### src/rtl/wdt_pkg.sv
package wdt_pkg;

  // control register bit positions (the select field sits at bit 0 upward)
  localparam int unsigned EN_BIT   = 7;
  localparam int unsigned CLR_BIT  = 6;
  localparam int unsigned IDLE_BIT = 5;
  localparam int unsigned SEL_LSB  = 0;

  // prescaler ratio for a select code: 2, 4, ..., 2^(code+1)
  function automatic int unsigned ratio_of(input int unsigned code);
    return 32'd2 << code;
  endfunction

  // prescaler terminal value for a select code
  function automatic int unsigned pre_last(input int unsigned code);
    return ratio_of(code) - 32'd1;
  endfunction

  // ticks from arming to overflow for a select code and counter width
  function automatic int unsigned period_of(input int unsigned code,
                                            input int unsigned cnt_w);
    return ratio_of(code) << cnt_w;
  endfunction

endpackage

### src/rtl/wdt_ctl_reg.sv
module wdt_ctl_reg #(
  parameter int unsigned ADDR_W   = 8,
  parameter int unsigned DATA_W   = 8,
  parameter int unsigned PS_W     = 3,
  parameter logic [ADDR_W-1:0] SFR_ADDR = 8'h8F
) (
  input  logic              clk,
  input  logic              rst_n,
  input  logic              wr,
  input  logic [ADDR_W-1:0] addr,
  input  logic [DATA_W-1:0] wdata,
  input  logic              ovf,
  output logic              en_q,
  output logic              clr_q,
  output logic              idle_run_q,
  output logic [PS_W-1:0]   sel_q,
  output logic [PS_W-1:0]   sel_nxt,
  output logic [DATA_W-1:0] rdata
);
  import wdt_pkg::*;

  logic hit;
  logic wr_hit;
  logic unused_wbits;

  assign hit    = (addr == SFR_ADDR);
  assign wr_hit = wr & hit;

  // value the select field takes at the coming edge
  assign sel_nxt = wr_hit ? wdata[SEL_LSB +: PS_W] : sel_q;

  // bits that are not held in the register
  assign unused_wbits = ^wdata;

  always_ff @(posedge clk or negedge rst_n) begin
    if (!rst_n) begin
      en_q       <= 1'b0;
      clr_q      <= 1'b0;
      idle_run_q <= 1'b0;
      sel_q      <= '0;
    end else begin
      clr_q <= wr_hit & wdata[CLR_BIT];
      if (wr_hit) begin
        en_q       <= wdata[EN_BIT];
        idle_run_q <= wdata[IDLE_BIT];
        sel_q      <= wdata[SEL_LSB +: PS_W];
      end
      // an overflow disarms, ahead of a write at the same edge
      if (ovf) en_q <= 1'b0;
    end
  end

  always_comb begin
    rdata = '0;
    if (hit) begin
      rdata[EN_BIT]             = en_q;
      rdata[IDLE_BIT]           = idle_run_q;
      rdata[SEL_LSB +: PS_W]    = sel_q;
    end
  end

  // the restart bit lasts one cycle unless written again
  p_clr_self_r5: assert property (@(posedge clk) disable iff (!rst_n)
    (clr_q && !(wr_hit && wdata[CLR_BIT])) |=> !clr_q);

  // an overflow leaves the block disarmed
  p_disarm_r4: assert property (@(posedge clk) disable iff (!rst_n)
    ovf |=> !en_q);

endmodule

### src/rtl/wdt_prescaler.sv
module wdt_prescaler #(
  parameter int unsigned PS_W  = 3,
  localparam int unsigned PRE_W = 1 << PS_W
) (
  input  logic             clk,
  input  logic             rst_n,
  input  logic             clr,
  input  logic             step,
  input  logic [PS_W-1:0]  sel_q,
  input  logic [PS_W-1:0]  sel_nxt,
  output logic             tc,
  output logic [PRE_W-1:0] pre_cnt
);
  import wdt_pkg::*;

  logic [PS_W-1:0]  act_sel;
  logic [PRE_W-1:0] pre_cnt_q;
  logic [PRE_W-1:0] last_val;
  logic             at_last;

  assign last_val = PRE_W'(pre_last(int'(act_sel)));
  assign at_last  = (pre_cnt_q == last_val);
  assign tc       = step & ~clr & at_last;
  assign pre_cnt  = pre_cnt_q;

  always_ff @(posedge clk or negedge rst_n) begin
    if (!rst_n) begin
      pre_cnt_q <= '0;
      act_sel   <= '0;
    end else if (clr) begin
      pre_cnt_q <= '0;
      act_sel   <= sel_nxt;
    end else if (step) begin
      if (at_last) begin
        pre_cnt_q <= '0;
        act_sel   <= sel_q;
      end else begin
        pre_cnt_q <= pre_cnt_q + 1'b1;
      end
    end
  end

  // the prescaler never passes the terminal value of its ratio
  p_pre_bound_r3: assert property (@(posedge clk) disable iff (!rst_n)
    pre_cnt_q <= last_val);

  // no step and no clear leaves the prescaler untouched
  p_pre_hold_r8: assert property (@(posedge clk) disable iff (!rst_n)
    (!step && !clr) |=> ($stable(pre_cnt_q) && $stable(act_sel)));

  // the ratio in use changes only at a terminal count or a clear
  p_sel_latch_r9: assert property (@(posedge clk) disable iff (!rst_n)
    (!clr && !tc) |=> $stable(act_sel));

endmodule

### src/rtl/wdt_counter.sv
module wdt_counter #(
  parameter int unsigned CNT_W = 14
) (
  input  logic clk,
  input  logic rst_n,
  input  logic clr,
  input  logic inc,
  output logic ovf
);

  logic [CNT_W-1:0] cnt_q;

  assign ovf = inc & (&cnt_q);

  always_ff @(posedge clk or negedge rst_n) begin
    if (!rst_n)      cnt_q <= '0;
    else if (clr)    cnt_q <= '0;
    else if (inc)    cnt_q <= cnt_q + 1'b1;
  end

  // a clear leaves the counter at zero
  p_cnt_clear_r6: assert property (@(posedge clk) disable iff (!rst_n)
    clr |=> (cnt_q == '0));

  // the counter only moves on a prescaler terminal count
  p_cnt_hold_r3: assert property (@(posedge clk) disable iff (!rst_n)
    (!inc && !clr) |=> $stable(cnt_q));

endmodule

### src/rtl/wdt_sfr_watchdog.sv
module wdt_sfr_watchdog #(
  parameter int unsigned ADDR_W   = 8,
  parameter int unsigned DATA_W   = 8,
  parameter int unsigned PS_W     = 3,
  parameter int unsigned CNT_W    = 14,
  parameter logic [ADDR_W-1:0] SFR_ADDR = 8'h8F,
  localparam int unsigned PRE_W   = 1 << PS_W
) (
  input  logic              clk,
  input  logic              rst_n,
  input  logic              tick,
  input  logic              core_idle,
  input  logic              sfr_wr,
  input  logic [ADDR_W-1:0] sfr_addr,
  input  logic [DATA_W-1:0] sfr_wdata,
  output logic [DATA_W-1:0] sfr_rdata,
  output logic              wdt_rst_req
);

  logic             en_q;
  logic             clr_q;
  logic             idle_run_q;
  logic [PS_W-1:0]  sel_q;
  logic [PS_W-1:0]  sel_nxt;
  logic             run;
  logic             clr_all;
  logic             step;
  logic             pre_tc;
  logic [PRE_W-1:0] pre_cnt;
  logic             cnt_ovf;
  logic             req_q;

  // named internal events
  assign run     = en_q & ~clr_q;
  assign clr_all = ~run;
  assign step    = run & tick & (~core_idle | idle_run_q);

  wdt_ctl_reg #(
    .ADDR_W   (ADDR_W),
    .DATA_W   (DATA_W),
    .PS_W     (PS_W),
    .SFR_ADDR (SFR_ADDR)
  ) u_ctl (
    .clk        (clk),
    .rst_n      (rst_n),
    .wr         (sfr_wr),
    .addr       (sfr_addr),
    .wdata      (sfr_wdata),
    .ovf        (cnt_ovf),
    .en_q       (en_q),
    .clr_q      (clr_q),
    .idle_run_q (idle_run_q),
    .sel_q      (sel_q),
    .sel_nxt    (sel_nxt),
    .rdata      (sfr_rdata)
  );

  wdt_prescaler #(
    .PS_W (PS_W)
  ) u_pre (
    .clk     (clk),
    .rst_n   (rst_n),
    .clr     (clr_all),
    .step    (step),
    .sel_q   (sel_q),
    .sel_nxt (sel_nxt),
    .tc      (pre_tc),
    .pre_cnt (pre_cnt)
  );

  wdt_counter #(
    .CNT_W (CNT_W)
  ) u_cnt (
    .clk   (clk),
    .rst_n (rst_n),
    .clr   (clr_all),
    .inc   (pre_tc),
    .ovf   (cnt_ovf)
  );

  always_ff @(posedge clk or negedge rst_n) begin
    if (!rst_n) req_q <= 1'b0;
    else        req_q <= cnt_ovf;
  end

  assign wdt_rst_req = req_q;

  // the request never lasts two cycles
  p_req_pulse_r4: assert property (@(posedge clk) disable iff (!rst_n)
    wdt_rst_req |=> !wdt_rst_req);

  // the request and the disarm come from the same edge
  p_req_disarmed_r4: assert property (@(posedge clk) disable iff (!rst_n)
    wdt_rst_req |-> !en_q);

  // an idle core without idle-run freezes the prescaler
  p_idle_pause_r7: assert property (@(posedge clk) disable iff (!rst_n)
    (run && core_idle && !idle_run_q) |=> $stable(pre_cnt));

  // disarmed means the prescaler reads zero one cycle later
  p_pre_zero_r6: assert property (@(posedge clk) disable iff (!rst_n)
    !en_q |=> (pre_cnt == '0));

endmodule

### config.mk
export PLATFORM = sky130hd
export DESIGN_NAME = wdt_sfr_watchdog
export DESIGN_NICKNAME = d
export VERILOG_FILES = /design/src/rtl/wdt_pkg.sv /design/src/rtl/wdt_ctl_reg.sv /design/src/rtl/wdt_prescaler.sv /design/src/rtl/wdt_counter.sv /design/src/rtl/wdt_sfr_watchdog.sv
export SDC_FILE = /design/constraint.sdc
export NUM_CORES = 1
export LEC_CHECK = 0
export ABC_AREA = 1
export BUFFER_PORTS_ARGS = -buffer_cell sky130_fd_sc_hd__buf_2
export CAP_MARGIN = 40
export CORE_MARGIN = 8
export CORE_UTILIZATION = 45
export CTS_BUF_LIST = sky130_fd_sc_hd__clkbuf_16
export DETAILED_ROUTE_END_ITERATION = 8
export PLACE_DENSITY = 0.67
export SLEW_MARGIN = 15
export SYNTH_ARGS = -nofsm -noshare
export SYNTH_HDL_FRONTEND = slang
export SYNTH_SLANG_ARGS = --single-unit
### constraint.sdc
create_clock -name clk -period 1.8 [get_ports clk]
set_input_delay 0.36 -clock clk [delete_from_list [all_inputs] [get_ports clk]]
set_output_delay 0.36 -clock clk [all_outputs]
set_load 0.03 [all_outputs]
==> reports/metrics.cfg, run 1 <==
[clocking]
cts_tree = yes
htree_levels = 2
numClockSinks = 32
cts_buffers = 5
clkTransAtPathRegs_ns = 0.05
clk_path_buf_depth = 2
root_buffer = clkbuf_16
clk-insertion-delay-late_ns = 0.28

[power_and_ir_drop]
leakage_uw = 0.001408
p_per_area_mw_per_mm2 = 1130
ir_drop_mv = 0.6758

[synthesis]
synthCells = 313
ys_warn_count = 0
synth_top_area_share_pct = 37.69
synth_cell_types = 23
ys_seq_area_share_pct = 37.69
async_flop_share_pct = 100.0
synth.area.top_cells = dfrtp_1 (38%), nand2_1 (20%), nand3_1 (8.5%)
netlist_area_mm2 = 0.002125
yosys.cell_count.top_type = nand2_1
post-synth-top-area-cell = dfrtp_1
synth_edf_count = 0
avgSynthCellArea_um2 = 6.788
synth_ff_type = dfrtp_1
ys_ff_latch = 32
ys_top_cells_by_count = nand2_1 (111), nor2_1 (37), nand3_1 (36)

[global_routing]
track_usage_pct = 14.98
grt_pass1_wl_um = 8776
grt_pass1_vias = 2004
grt_antenna_before_repair = 0
gr-total-overflow = 0
grt_max_degree = 33

[sta]
worst_slack_ns = -0.2201
relSlewSlack_pct = 53.31
tightestPinTransition_ns = 0.7003
fmax_mhz = 495.0
setup_viol = 25
layout_min_cycle_time_ns = 2.020
rsz0062_at_grt = yes
slew_viol_final = 0
hold_ws_ns = 0.1297
finalClockSkew_ns = 0.003370
hold_viol_final = 0
post-route-period-util_pct = 112.2

[critical_path]
cp_cell_sequence = inv_1 -> nand3_2 -> ha_4 -> nand2_2 -> nand2_2 -> nand4_1 -> nor2_1 -> nand2_1 -> nor2_4 -> nand3_4 -> buf_12 -> o21bai_1 -> inv_1
crit_path_max_incr_delay_ns = 0.42
cp-end-kind = flop
cp_max_fo = 11
arrival_ns = 2.19
cpMaxStageDelayCell = dfrtp_1
required_ns = 1.97
start_kind = flop
r2r_slack_ns = -0.22
path_class = flop to flop
critPathBufInv = 3
cp_top_family = simple AND/OR/NAND/NOR gates

[cells_and_area]
fill_cells = 433
multi_input_comb_area_mm2 = 0.001230
area_growth_pct = 25.97
post-route-util_pct = 57.81
antennaDiodeCount = 0
drive_above_1_share_pct = 21.94
seq_area_um2 = 800.8
final_area_mm2 = 0.002676
fin_nets = 384

[status]
status = finished with violations
violations = negative setup slack

[die]
die_h_um = 84.71
fp.coreArea_mm2 = 0.004629
core.rowCount = 25
ios = 30
start_util_pct = 45.89
dieArea_mm2 = 0.007176
fp.dieW_um = 84.71

[hold_path]
hold_path_class = primary input to asynchronous set/reset pin

[route]
vias = 2021
finalWirelength_um = 4856
viasPerCell = 4.882
drt_iter0_markers = 86
first_pass_iters = 4
ant_nets = 0
routedWlPerCell_um = 11.73
drc_errors = 0

[placement]
dp_hpwl_um = 3471
dpl_worst_slack_ns = -0.2558
numPortBuffers = 24
place_area_mm2 = 0.002392
gp_congestion = 0.8709

[flow_run]
max_cap_viol_count = 0

-- power by group --
part	internal, µW	total, µW	switching [µW]
registers	816	939	122
logic	584	1310	726
clock network	495	776	281
-- layout by cell type, fill, tap and decap left out, types with 2 or more instances in the layout --
cell and instances:
nand2_1 108, nor2_1 36, inv_1 32, dfrtp_1 32, nand3_1 27, buf_2 24, buf_4 21, xor2_1 15
nand3_2 9, o21ai_0 7, nand4_1 6, clkbuf_16 5, nand2_2 4, o21ai_1 4, nor2_2 3, xnor2_1 3
conb_1 3, inv_2 2, nor3_1 2, nand3b_1 2, nor2_4 2, o21ai_2 2, ha_1 2, buf_6 2
-- stage by stage --
step / setup TNS [ns] / std cells / total power (µW)
finish: -4.070 / 414 / 3025
global route: -7.280 / 414 / 3287
CTS: -4.125 / 413 / 2985
detailed placement: -5.111 / 401 / 2040
global placement: -4.204 / 401 / 2017
floorplan: -1.184 / 315 / 1669
-- worst register-to-register path, delay by kind of cell (launching register included) --
| kind | cells | cell delay [ns] |
|---|---|---|
| AO/OA/AOI/OAI | 1 | 0.12 |
| adder cells (fa/ha/maj) | 1 | 0.28 |
| buffers and inverters | 3 | 0.33 |
| flip-flops | 1 | 0.42 |
| AND/OR/NAND/NOR | 8 | 0.76 |
-- worst paths after layout --
check,startpoint,to,depth (start not counted)
worst max-delay path,u_pre.act_sel[1],u_ctl.en_q,13
worst min-delay path,rst_n,u_ctl.idle_run_q,1
worst max register to register,u_pre.act_sel[1],u_ctl.en_q,13
worst min register to register,u_cnt.cnt_q[4],u_cnt.cnt_q[4],2
max in group asynchronous,rst_n,u_pre.pre_cnt[5],1
min in group clk,sfr_wdata[5],u_ctl.idle_run_q,3
-- sequential cells by signal (all words and copies together) (netlist names) --
signal	count
u_cnt.cnt_q	14
u_pre.pre_cnt	8
u_ctl.sel_q	3
u_pre.act_sel	3
u_ctl.clr_q	1
u_ctl.en_q	1
u_ctl.idle_run_q	1
wdt_rst_req	1
-- kinds of logic (layout without fill, tap and decap cells) --
logic type,Yosys count,after routing,synth area share [%]
simple gates,202,202,40.16
buf+inv,43,88,9.364
flops,32,32,37.69
xor+xnor,18,18,7.421
compound gates,14,14,3.416
fa+ha+maj,3,3,1.767
other cells,1,3,0.1765
-- metal layers --
metal / track usage (%) / routed length, µm / vias to the layer above
li1: - / - / 1066
met1: 18.33 / 2313 / 894
met2: 23.69 / 2205 / 54
met3: 3.902 / 236 / 7
met4: 7.443 / 99 / 0
met5: 0 / 0 / -
-- cell type report --
class,count,area share (%)
multi-input combinational,240,45.96
clock buffer,5,4.675
tap,54,2.525
sequential,32,29.92
timing repair buffer,48,11.97
clock inverter,2,0.3273
inverter,33,4.628
-- what timing repair did --
item                       in CTS  in global routing
resized for setup              22                  9
hold buffers                    0                  0
setup endpoints to repair      26                 26
buffers inserted                4                  1
gates cloned                    1                  0
pin swaps                       4                  5
Note: power is estimated with default switching activity, not from simulation.
==> inputs of run 2 (changes only) <==
--- a/config.mk
+++ b/config.mk
@@ -11,6 +11,7 @@
 export CORE_MARGIN = 8
-export CORE_UTILIZATION = 45
+export CORE_UTILIZATION = 25
 export CTS_BUF_LIST = sky130_fd_sc_hd__clkbuf_16
 export DETAILED_ROUTE_END_ITERATION = 8
-export PLACE_DENSITY = 0.67
+export PLACE_DENSITY = 0.42
+export REMOVE_ABC_BUFFERS = 1
 export SLEW_MARGIN = 15
--- a/constraint.sdc
+++ b/constraint.sdc
@@ -3,2 +3,2 @@
 set_output_delay 0.36 -clock clk [all_outputs]
-set_load 0.03 [all_outputs]
+set_load 0.1 [all_outputs]
==> reports/metrics.cfg, run 2 (synthesis gave the netlist of run 1 again) <==
[critical_path]
path_class = flop to flop  ; unchanged
cp-end-kind = flop  ; unchanged
cp_max_fo = 8  ; was 11
cpMaxStageDelayCell = dfrtp_1  ; unchanged
crit_path_max_incr_delay_ns = 0.41  ; was 0.42 ns
cp_cell_sequence = nor2_2 -> nand2_2 -> ha_4 -> nand2_2 -> nand2_2 -> nand4_1 -> nor2_1 -> nand2_1 -> nor2_4 -> nand3_4 -> buf_6 -> o21bai_1 -> inv_1  ; was inv_1 -> nand3_2 -> ha_4 -> nand2_2 -> nand2_2 -> nand4_1 -> nor2_1 -> nand2_1 -> nor2_4 -> nand3_4 -> buf_12 -> o21bai_1 -> inv_1
arrival_ns = 2.14  ; was 2.19 ns
start_kind = flop  ; unchanged
required_ns = 1.97  ; about the same
path_common_cell = nand2_2

[route]
viasPerCell = 4.294  ; was 4.882
drc_errors = 0  ; unchanged
first_pass_iters = 4  ; unchanged
routedWlPerCell_um = 11.43  ; was 11.73 µm
drt_iter0_markers = 34  ; was 86
vias = 2018  ; was 2021
ant_nets = 0  ; unchanged
finalWirelength_um = 5374  ; was 4856 µm

[power_and_ir_drop]
pwr-share-clk_pct = 30.0  ; was 25.7%
p_seq_share_pct = 29.4  ; was 31.0%
switchingPower_uw = 1161  ; was 1129 µW
leakage_uw = 0.001455  ; was 0.001408 µW
netSwitchingFraction_pct = 36.53  ; was 37.34%
p_int_uw = 2017  ; was 1895 µW
p_per_area_mw_per_mm2 = 1096  ; was 1130 mW/mm²
combPwrFrac_pct = 40.6  ; was 43.3%
ir_drop_mv = 0.4031  ; was 0.6758 mV

[clocking]
root_buffer = clkbuf_16  ; unchanged
hold_buffers = 0  ; unchanged
cts_buffers = 5  ; unchanged
htree_levels = 2  ; unchanged
numClockSinks = 32  ; unchanged
clk_path_buf_depth = 2  ; unchanged
clkTransAtPathRegs_ns = 0.06  ; was 0.05 ns
clk-insertion-delay-late_ns = 0.27  ; was 0.28 ns
cts_tree = yes  ; unchanged

[cells_and_area]
antennaDiodeCount = 0  ; unchanged
post-route-util_pct = 35.28  ; was 57.81%
drive_above_1_share_pct = 25.48  ; was 21.94%
final_area_mm2 = 0.002899  ; was 0.002676 mm²
fill_cells = 898  ; was 433
mostFrequentLayoutCell = nand2_1  ; unchanged
fin_nets = 388  ; was 384
layout_common_cells = nand2_1 (97), nor2_1 (36), dfrtp_1 (32)  ; was nand2_1 (108), nor2_1 (36), inv_1 (32), dfrtp_1 (32), nand3_1 (27)
area_growth_pct = 36.45  ; was 25.97%
largest_register = u_cnt.cnt_q  ; unchanged
largest_reg_flops = 14  ; unchanged

[die]
fp.coreArea_mm2 = 0.008217  ; was 0.004629 mm²
core.rowCount = 33  ; was 25
die_h_um = 108.2  ; was 84.71 µm
ios = 30  ; unchanged
dieArea_mm2 = 0.01170  ; was 0.007176 mm²
start_util_pct = 25.86  ; was 45.89%
fp.dieW_um = 108.2  ; was 84.71 µm

[placement]
place_area_mm2 = 0.002556  ; was 0.002392 mm²
numPortBuffers = 24  ; unchanged
dp_hpwl_um = 3947  ; was 3471 µm
dpl_worst_slack_ns = -0.2226  ; was -0.2558 ns
gp_congestion = 0.8337  ; was 0.8709

[sta]
slew_viol_final = 0  ; unchanged
post-route-period-util_pct = 109.7  ; was 112.2%
finalClockSkew_ns = 0.004885  ; was 0.003370 ns
hold_viol_final = 0  ; unchanged
fmax_mhz = 506.3  ; was 495.0 MHz
layout_min_cycle_time_ns = 1.975  ; was 2.020 ns
worst_slack_ns = -0.1753  ; was -0.2201 ns
setup_viol = 26  ; was 25
fin_setup_tns_ns = -3.135  ; was -4.070 ns
rsz0062_at_grt = yes  ; unchanged

[flow_run]
max_cap_viol_count = 0  ; unchanged

[global_routing]
gr-total-overflow = 0  ; unchanged
grt_antenna_before_repair = 0  ; unchanged
grt_pass1_wl_um = 9183  ; was 8776 µm
grt_pass1_vias = 2008  ; was 2004
track_usage_pct = 9.705  ; was 14.98%
grt_max_degree = 33  ; unchanged

[status]
violations = negative setup slack  ; unchanged
status = finished with violations  ; unchanged

[hold_path]
hold_path_class = primary input to asynchronous set/reset pin  ; unchanged

-- run 2: layout make-up --
type	instances	area [µm²]	share of cell area [%]
Multi-Input combinational cell	240	1249	43.07
Sequential cell	32	800.8	27.62
Timing Repair Buffer	52	431.7	14.89
Tap cell	105	131.4	4.532
Clock buffer	5	125.1	4.316
Inverter	33	123.9	4.273
Clock inverter	3	37.54	1.295
-- run 2: path summary, 6_finish.rpt --
| kind | start | to | slack, ns | depth (start not counted) |
|---|---|---|---|---|
| min in group clk | sfr_wdata[5] | u_ctl.idle_run_q | 0.31 | 3 |
| hold reg to reg | u_cnt.cnt_q[1] | u_cnt.cnt_q[1] | 0.55 | 2 |
| setup / recovery | u_pre.act_sel[0] | u_ctl.en_q | -0.18 | 13 |
| max in group asynchronous | rst_n | u_pre.pre_cnt[6] | 1.38 | 2 |
| setup reg to reg | u_pre.act_sel[0] | u_ctl.en_q | -0.18 | 13 |
| hold / removal | rst_n | u_cnt.cnt_q[0] | 0.11 | 2 |
-- run 2: timing repair --
item                       4_1_cts  5_1_grt
resized for setup               17       24
gates cloned                     1        0
setup endpoints to repair       26       26
setup buffers                    3        1
pin swaps                       11        8
-- run 2: routing by layer --
metal / wire (µm) / GRT usage, %
met1: 2575 / 11.72
met5: 0 / 0
met4: 29 / 2.676
met3: 169 / 2.380
met2: 2599 / 16.70
-- run 2: power by group through the flow --
stage / Combinational [µW] / Clock, µW / Sequential (µW)
floorplan: 711 / 0 / 938
global placement: 1100 / 0 / 941
detailed placement: 1110 / 0 / 947
CTS: 1230 / 986 / 935
global route: 1460 / 1010 / 954
finish: 1290 / 953 / 934
-- run 2: stage by stage --
stage	hold WS, ns	instances	power [µW]
floorplan	0.06441	305	1649
global placement	0.4260	457	2045
detailed placement	0.4191	457	2057
CTS	0.1224	469	3149
global route	0.1425	470	3430
finish	0.1068	470	3178
-- run 2: worst max-delay path: cells and delay by family (launching register included) --
kind / cells / cell delay [ns]
buffers and inverters: 2 / 0.22
flip-flops: 1 / 0.41
AO/OA/AOI/OAI: 1 / 0.12
AND/OR/NAND/NOR: 9 / 0.86
adder cells (fa/ha/maj): 1 / 0.27
